## config.mk

```make
export PLATFORM = sky130hd
export DESIGN_NAME = sysreg_trap_prio
export DESIGN_NICKNAME = d
export VERILOG_FILES = /design/src/rtl/sysreg_trap_pkg.sv /design/src/rtl/sysreg_trap_prio.sv
export SDC_FILE = /design/constraint.sdc
export NUM_CORES = 1
export LEC_CHECK = 0
export CAP_MARGIN = 20
export CORE_AREA = 8 8 45 47
export DETAILED_ROUTE_END_ITERATION = 6
export DIE_AREA = 0 0 53 55
export MAX_ROUTING_LAYER = met4
export PLACE_DENSITY = 0.56
export SLEW_MARGIN = 20
export SYNTH_ARGS = -nofsm -noshare
export SYNTH_HDL_FRONTEND = slang
export SYNTH_SLANG_ARGS = --single-unit
```

## constraint.sdc

```tcl
create_clock -name vclk -period 3.6
set_input_delay 0.9 -clock vclk [all_inputs]
set_output_delay 0.9 -clock vclk [all_outputs]
set_load 0.01 [all_outputs]
```

## src/rtl/sysreg_trap_pkg.sv

```systemverilog
package sysreg_trap_pkg;
  localparam int OUT_W     = 4;
  localparam int IDX_ALLOW = 0;
  localparam int IDX_UNDEF = 1;
  localparam int IDX_HYP   = 2;
  localparam int IDX_MON   = 3;

  localparam logic [1:0] OWNER_SECURE    = 2'b01;
  localparam logic [1:0] OWNER_NONSECURE = 2'b11;

  typedef struct packed {
    logic       write;
    logic [1:0] el;
    logic       halted;
    logic       sec_dis;
    logic       el3_on;
    logic       el2_on;
    logic       ns;
    logic [1:0] owner;
    logic       fgt_en;
    logic       fgt_rd;
    logic       fgt_wr;
    logic       prof_trap;
  } acc_req_t;

  function automatic logic [OUT_W-1:0] one_hot(input int idx);
    logic [OUT_W-1:0] v;
    v = '0;
    v[idx] = 1'b1;
    return v;
  endfunction
endpackage

```

## src/rtl/sysreg_trap_prio.sv

```systemverilog
module sysreg_trap_prio
  import sysreg_trap_pkg::*;
#(
  parameter bit              MON_PRIO_LOCKED = 1'b1,
  parameter int              EC_W            = 8,
  parameter logic [EC_W-1:0] TRAP_EC         = 8'h18
) (
  input  acc_req_t         req,
  input  logic             owner_bad,
  output logic [OUT_W-1:0] outcome,
  output logic [EC_W-1:0]  ec
);
  logic locked, at_el1, fgt_hit, fgt_live;

  always_comb begin
    locked   = req.halted && req.sec_dis;
    at_el1   = (req.el == 2'd1);
    fgt_live = !req.el3_on || req.fgt_en;
    fgt_hit  = req.write ? req.fgt_wr : req.fgt_rd;

    unique case (req.el)
      2'd0: outcome = one_hot(IDX_UNDEF);
      2'd3: outcome = one_hot(IDX_ALLOW);
      default: begin
        if (MON_PRIO_LOCKED && locked && owner_bad)
          outcome = one_hot(IDX_UNDEF);
        else if (at_el1 && req.el2_on && fgt_live && fgt_hit)
          outcome = one_hot(IDX_HYP);
        else if (at_el1 && req.el2_on && req.prof_trap)
          outcome = one_hot(IDX_HYP);
        else if (owner_bad)
          outcome = locked ? one_hot(IDX_UNDEF) : one_hot(IDX_MON);
        else
          outcome = one_hot(IDX_ALLOW);
      end
    endcase

    ec = (outcome[IDX_HYP] || outcome[IDX_MON]) ? TRAP_EC : '0;
  end
endmodule

```

**After elaboration in Yosys (flattened, before gate mapping)**

Cells that the tools add are included.
Widths: inputs -> output; s select.

- $lt $le $gt $ge: 0
- Equality and inequality tests: 2
- Add/sub/neg operators: 0
- Reduce and logical (&&, ||, !) cells: 10
- Bitwise gates (word level): 0
- Shift-type cells: 0
- Multiply operators: 0
- Mux-type cells: 8
- Divide/modulo/power cells: 0

Operator list:

| operator | number |
|---|---|
| $mux 4 | 5 |
| $pmux 4 s2 | 1 |
| $logic_and 1x1->1 | 6 |
| $mux 5 | 1 |
| $eq 2x1->1 const B | 1 |
| $eq 2x2->1 const B | 1 |
| $logic_not 2->1 | 1 |
| $logic_or 1x1->1 | 2 |
| $logic_not 1->1 | 1 |
| $mux 1 | 1 |

- RAM bits: 0
- Input bits: 15
- Bits in latches: 0
- Output and inout port bits: 12
- Flip-flop bits (word level): 0
- Memory bits (read-only): 0
- Memories kept: 0

**Longest topological paths before layout**

- Depth in word-level cells: 9
- Mapped depth: 6

**Worst setup path before layout**

Ideal clock, no wire load.

- Path kind: input port to output port
- Start point: in req[12] (netlist bit)
- End point: out ec[4]
- Path buffers: 1
- Stages: 6
- Setup slack: 0.778 ns
- Arrival: 1.922 ns
- Required time: 2.700 ns
- Cell sequence: inv_1 > ha_1 > nand2_1 > o31a_1 > a21oi_1 > buf_4

- Longest elaborated chain between the ends: 9
- Elaborated cells between the ends (all ways): 13
- Classes of those cells: 2 x eq/ne; 5 x mux; 6 x reduce/logical

Ends and longest elaborated chain:

| item | RTL line | source |
|---|---|---|
| start, declared | sysreg_trap_prio.sv:8 | `input acc_req_t req,` |
| $eq 2x1->1 | sysreg_trap_prio.sv:17 | `at_el1 = (req.el == 2'd1);` |
| $logic_and 1x1->1 | sysreg_trap_prio.sv:27, sysreg_trap_prio.sv:29 |  |
| $logic_and 1x1->1 (on tied branches) | sysreg_trap_prio.sv:29, sysreg_trap_prio.sv:27 |  |
| $mux 4 / $logic_and 1x1->1 (equally long branches) | sysreg_trap_prio.sv:29, sysreg_trap_prio.sv:27 |  |
| $mux 4 | sysreg_trap_prio.sv:27 | `else if (at_el1 && req.el2_on && fgt_live && fgt_hit)` |
| $mux 4 | sysreg_trap_prio.sv:25 | `if (MON_PRIO_LOCKED && locked && owner_bad)` |
| $pmux 4 s2 * | sysreg_trap_prio.sv:21 | `unique case (req.el)` |
| $logic_or 1x1->1 * | sysreg_trap_prio.sv:38 | `ec = (outcome[IDX_HYP] \|\| outcome[IDX_MON]) ? TRAP_EC : '0;` |
| $mux 5 * | sysreg_trap_prio.sv:38 |  |
| end, declared | sysreg_trap_prio.sv:11 | `output logic [EC_W-1:0] ec` |

Every way passes the cells marked *; elsewhere a longest branch is shown, timed or not.

**Worst setup path in the final report**

- Start point: in req[11] (netlist bit)
- End point: out outcome[1]

- Longest elaborated chain between the ends: 7
- Elaborated cells between the ends (all ways): 11
- Classes of those cells: 2 x eq/ne; 4 x mux; 5 x reduce/logical

Ends and longest elaborated chain:

| item | RTL line | source |
|---|---|---|
| $eq 2x1->1 | sysreg_trap_prio.sv:17 |  |
| $logic_and 1x1->1 | sysreg_trap_prio.sv:27, sysreg_trap_prio.sv:29 |  |
| $logic_and 1x1->1 (on tied branches) | sysreg_trap_prio.sv:29, sysreg_trap_prio.sv:27 |  |
| $mux 4 / $logic_and 1x1->1 (equally long branches) | sysreg_trap_prio.sv:29, sysreg_trap_prio.sv:27 |  |
| $mux 4 | sysreg_trap_prio.sv:27 |  |
| $mux 4 | sysreg_trap_prio.sv:25 |  |
| $pmux 4 s2 * | sysreg_trap_prio.sv:21 |  |
| end, declared | sysreg_trap_prio.sv:10 | `output logic [OUT_W-1:0] outcome,` |

Marks and branches as above.

==> results.md <==
- Across the run, the number of max-cap violations was 0.
- The first global-routing pass estimated 759 microns of wire.
- Yosys instantiated no cell more often than buf_4.
- The critical path startpoint category is a primary input.
- Sorting the synthesized cells by area gives the leading types as buf_4 (28%), ha_1 (20%), nor2b_1 (6.7%), inv_1 (6.0%), mux2i_1 (5.3%).
- The power density normalized to cell area is 120 nW/um^2.
- Entering global routing, the biggest net connects 6 pins.
- The xor/xnor cell area share of the yosys netlist is 0%.
- The number of warnings reported in the yosys synthesis log is 0.
- In this design, the critical path's most frequently occurring cell is clkdlybuf4s50_1.
- The final critical path time including I/O delays and setup is 3.50 ns.
- In this run the standard cell core region covers 1380 sq um.
- The number of cell rows is 14.
- Sequential elements use 0% of the synthesized area.
- The peak clock frequency supported by timing is 0.286 GHz.
- The number of routed nets with antenna violations is 0.
- Sequential cells placed in the final layout were counted as 0.
- Summing the areas of all compound-gate instances in the mapped netlist gives 18.7% of the synthesized area.
- The run finished with clean final reports.
- After clock tree synthesis, the setup repair step added 0 buffers.
- 27 I/O pins were placed.
- For the worst setup path, the data required time is 2.70 ns.
- After layout, the worst path uses 97.1% of the clock period.
- Summing internal, switching and leakage power gives 43.1 uW.
- In the final layout, the multi-input gates occupy 146 sq um.
- Measured along the x axis, the die boundary spans 53 microns.
- The final count of pins violating max slew came to 0.
- The number of nets in the finished design is 63.
- The wire length after detailed routing is 595 microns.
- The gate count after technology mapping is 27.
- Of all nets on the critical path, the largest fanout is 5.
- 0 antenna diodes ended up in the layout.
- The floorplan step defined a die boundary enclosing 2920 sq um.
- On the critical path the largest part of the delay comes from buffers and inverters.
- The fraction of the mapped netlist area in simple logic gates is 20.0%.
- In the finished layout, the clock tree contains a buffer count of 0.
- The worst min-delay path class is in -> out.
- The fill cell total of the finished layout is 159.
- Of the post-synthesis cell area, the dominant cell type holds 28.0%.
- The effective utilization at floorplan is 13.6%.
- The number of buffer cells added on primary ports is 18.
- The non-filler instance count after layout is 59.
- The post-placement cell count is 59.
- Multiplexer cells account for 5.33% of the synthesized area.
- The delay of the slowest cell on the worst path is 0.54 ns.
- By area, the combinational part of the netlist is dominated by buffers and inverters.
- The estimated wirelength of the detail-placed design is 551 microns.
- For this run, design rule violations remaining after detail routing come to 0.
- Dividing the detail-routed wire length by the instance count gives 10.1 microns.
- The via count is 209.
- Traced cell by cell, the critical path runs through clkdlybuf4s50_1 -> inv_1 -> ha_1 -> o21ai_2 -> o21a_1 -> clkdlybuf4s50_1.
- The DRC marker count from the first detailed-route iteration is 1.
- The number of hold violations in the final report came to 0.
- The number of buffers and inverters on the critical path is 3.
- Once layout is done, the placed cells without fillers occupy 360 sq um.
- The number of global-route vias before repair is 186.
- The overall fraction of global-route tracks in use is 3.20%.
- The placed instances occupy a cell area of 354 sq um.
- By count the netlist is led by buf_4 (7), ha_1 (3), inv_1 (3).
- In the final timing run, aggregate negative setup slack is 0 ns.
- The first-pass iteration count of the detailed router is 2.
- The worst supply voltage drop on vdd is 0.0141 mV.
- The aggregate global routing overflow is 0.
- The via density per instance is 3.54.
- The number of setup violations in the final report is 0.
- The cell accounting for the most synthesized area is buf_4.
- The number of antenna violations at the first check in global routing is 0.
- The mapped netlist covers 188 sq um.
- STA classifies the critical path endpoint as a primary output.
- The slowest stage of the critical path is the clkdlybuf4s50_1 cell.
- The signal arrival time at the worst endpoint is 2.60 ns.
- The post-synthesis cell type count is 15.
- The post-cts hold buffer count is 0.
- The class of the most critical setup path is in -> out.
- The last weighted congestion value of the routability-driven placer is 0.714.
- The share of cells above drive strength 1 is 2.33%.
- Setup repair after global routing left no endpoint under its margin.
- The smallest hold slack is 2.52 ns.
- Across the whole layout, storage elements account for 0 sq um.
- The synthesized area divided by synthesized cell count is 6.95 sq um.
- In this run the static leakage power is 0.000192 uW.
- The die is 55 microns tall.
- The area added between synthesis and finish is 92.0%.
- The synthesized netlist devotes 20.0% of its cell area to adder and majority cells.
==> layout make-up <==
cell class,count,share of cell area (%)
multi-input cells,22,40.6
well taps,16,5.56
repair buffers,18,50.7
inverters,3,3.12
==> layout by cell type (no fill, tap or decap) <==
| cell | n |
|---|---|
| clkdlybuf4s50_1 | 14 |
| conb_1 | 6 |
| inv_1 | 3 |
| ha_1 | 3 |
| nand2_1 | 2 |
| nor2b_1 | 2 |
| dlygate4sd2_1 | 2 |
| dlymetal6s2s_1 | 2 |
| mux2i_1 | 1 |
| nand3_1 | 1 |
| o31a_1 | 1 |
| and4_1 | 1 |
| o21ai_2 | 1 |
| o21a_1 | 1 |
| a31o_1 | 1 |
| nor2_1 | 1 |
| a21oi_1 | 1 |
==> metrics by stage <==
stage          worst slack (ns)  utilization [%]
3_3_place_gp            -0.0345             25.6
2_1_floorplan             0.778                -
6_report                  0.104             26.0
3_5_place_dp            -0.0335             25.6
5_1_grt                  0.0336             26.0
4_1_cts                  0.0156             25.4
==> cells by family (layout without fill, tap and decap cells) <==
| kind of cell | Yosys count | in the layout |
|---|---|---|
| adders and majority gates | 3 | 3 |
| and+or+nand+nor | 7 | 7 |
| buffers and inverters | 10 | 21 |
| muxes | 1 | 1 |
| other | 1 | 6 |
| AOI/OAI and AO/OA | 5 | 5 |
==> routing by layer <==
layer / vias to the layer above / GRT usage (%) / wire [microns]
met5: - / - / 0
met2: 16 / 6.45 / 273
li1: 108 / - / -
met1: 85 / 3.17 / 214
met3: 0 / 0.802 / 108
met4: 0 / 0 / 0
==> final timing paths <==
kind,cells past startpoint,endpoint,slack [ns],from
worst min-delay path,3,outcome[3],2.52,owner_bad
worst max-delay path,6,outcome[1],0.10,req[11]
==> report_power, final <==
part           switching, uW  internal [uW]  leakage [uW]  total, uW
logic                   17.9           25.2      0.000192       43.1
clock network              0              0             0          0
registers                  0              0             0          0
total                   17.9           25.2      0.000192       43.1
==> what timing repair did <==
item / in CTS / in global routing
resized for setup: 2 / 4
setup endpoints to repair: 2 / 4
pin swaps: 0 / 1
Power figures use the tool's default switching activity.
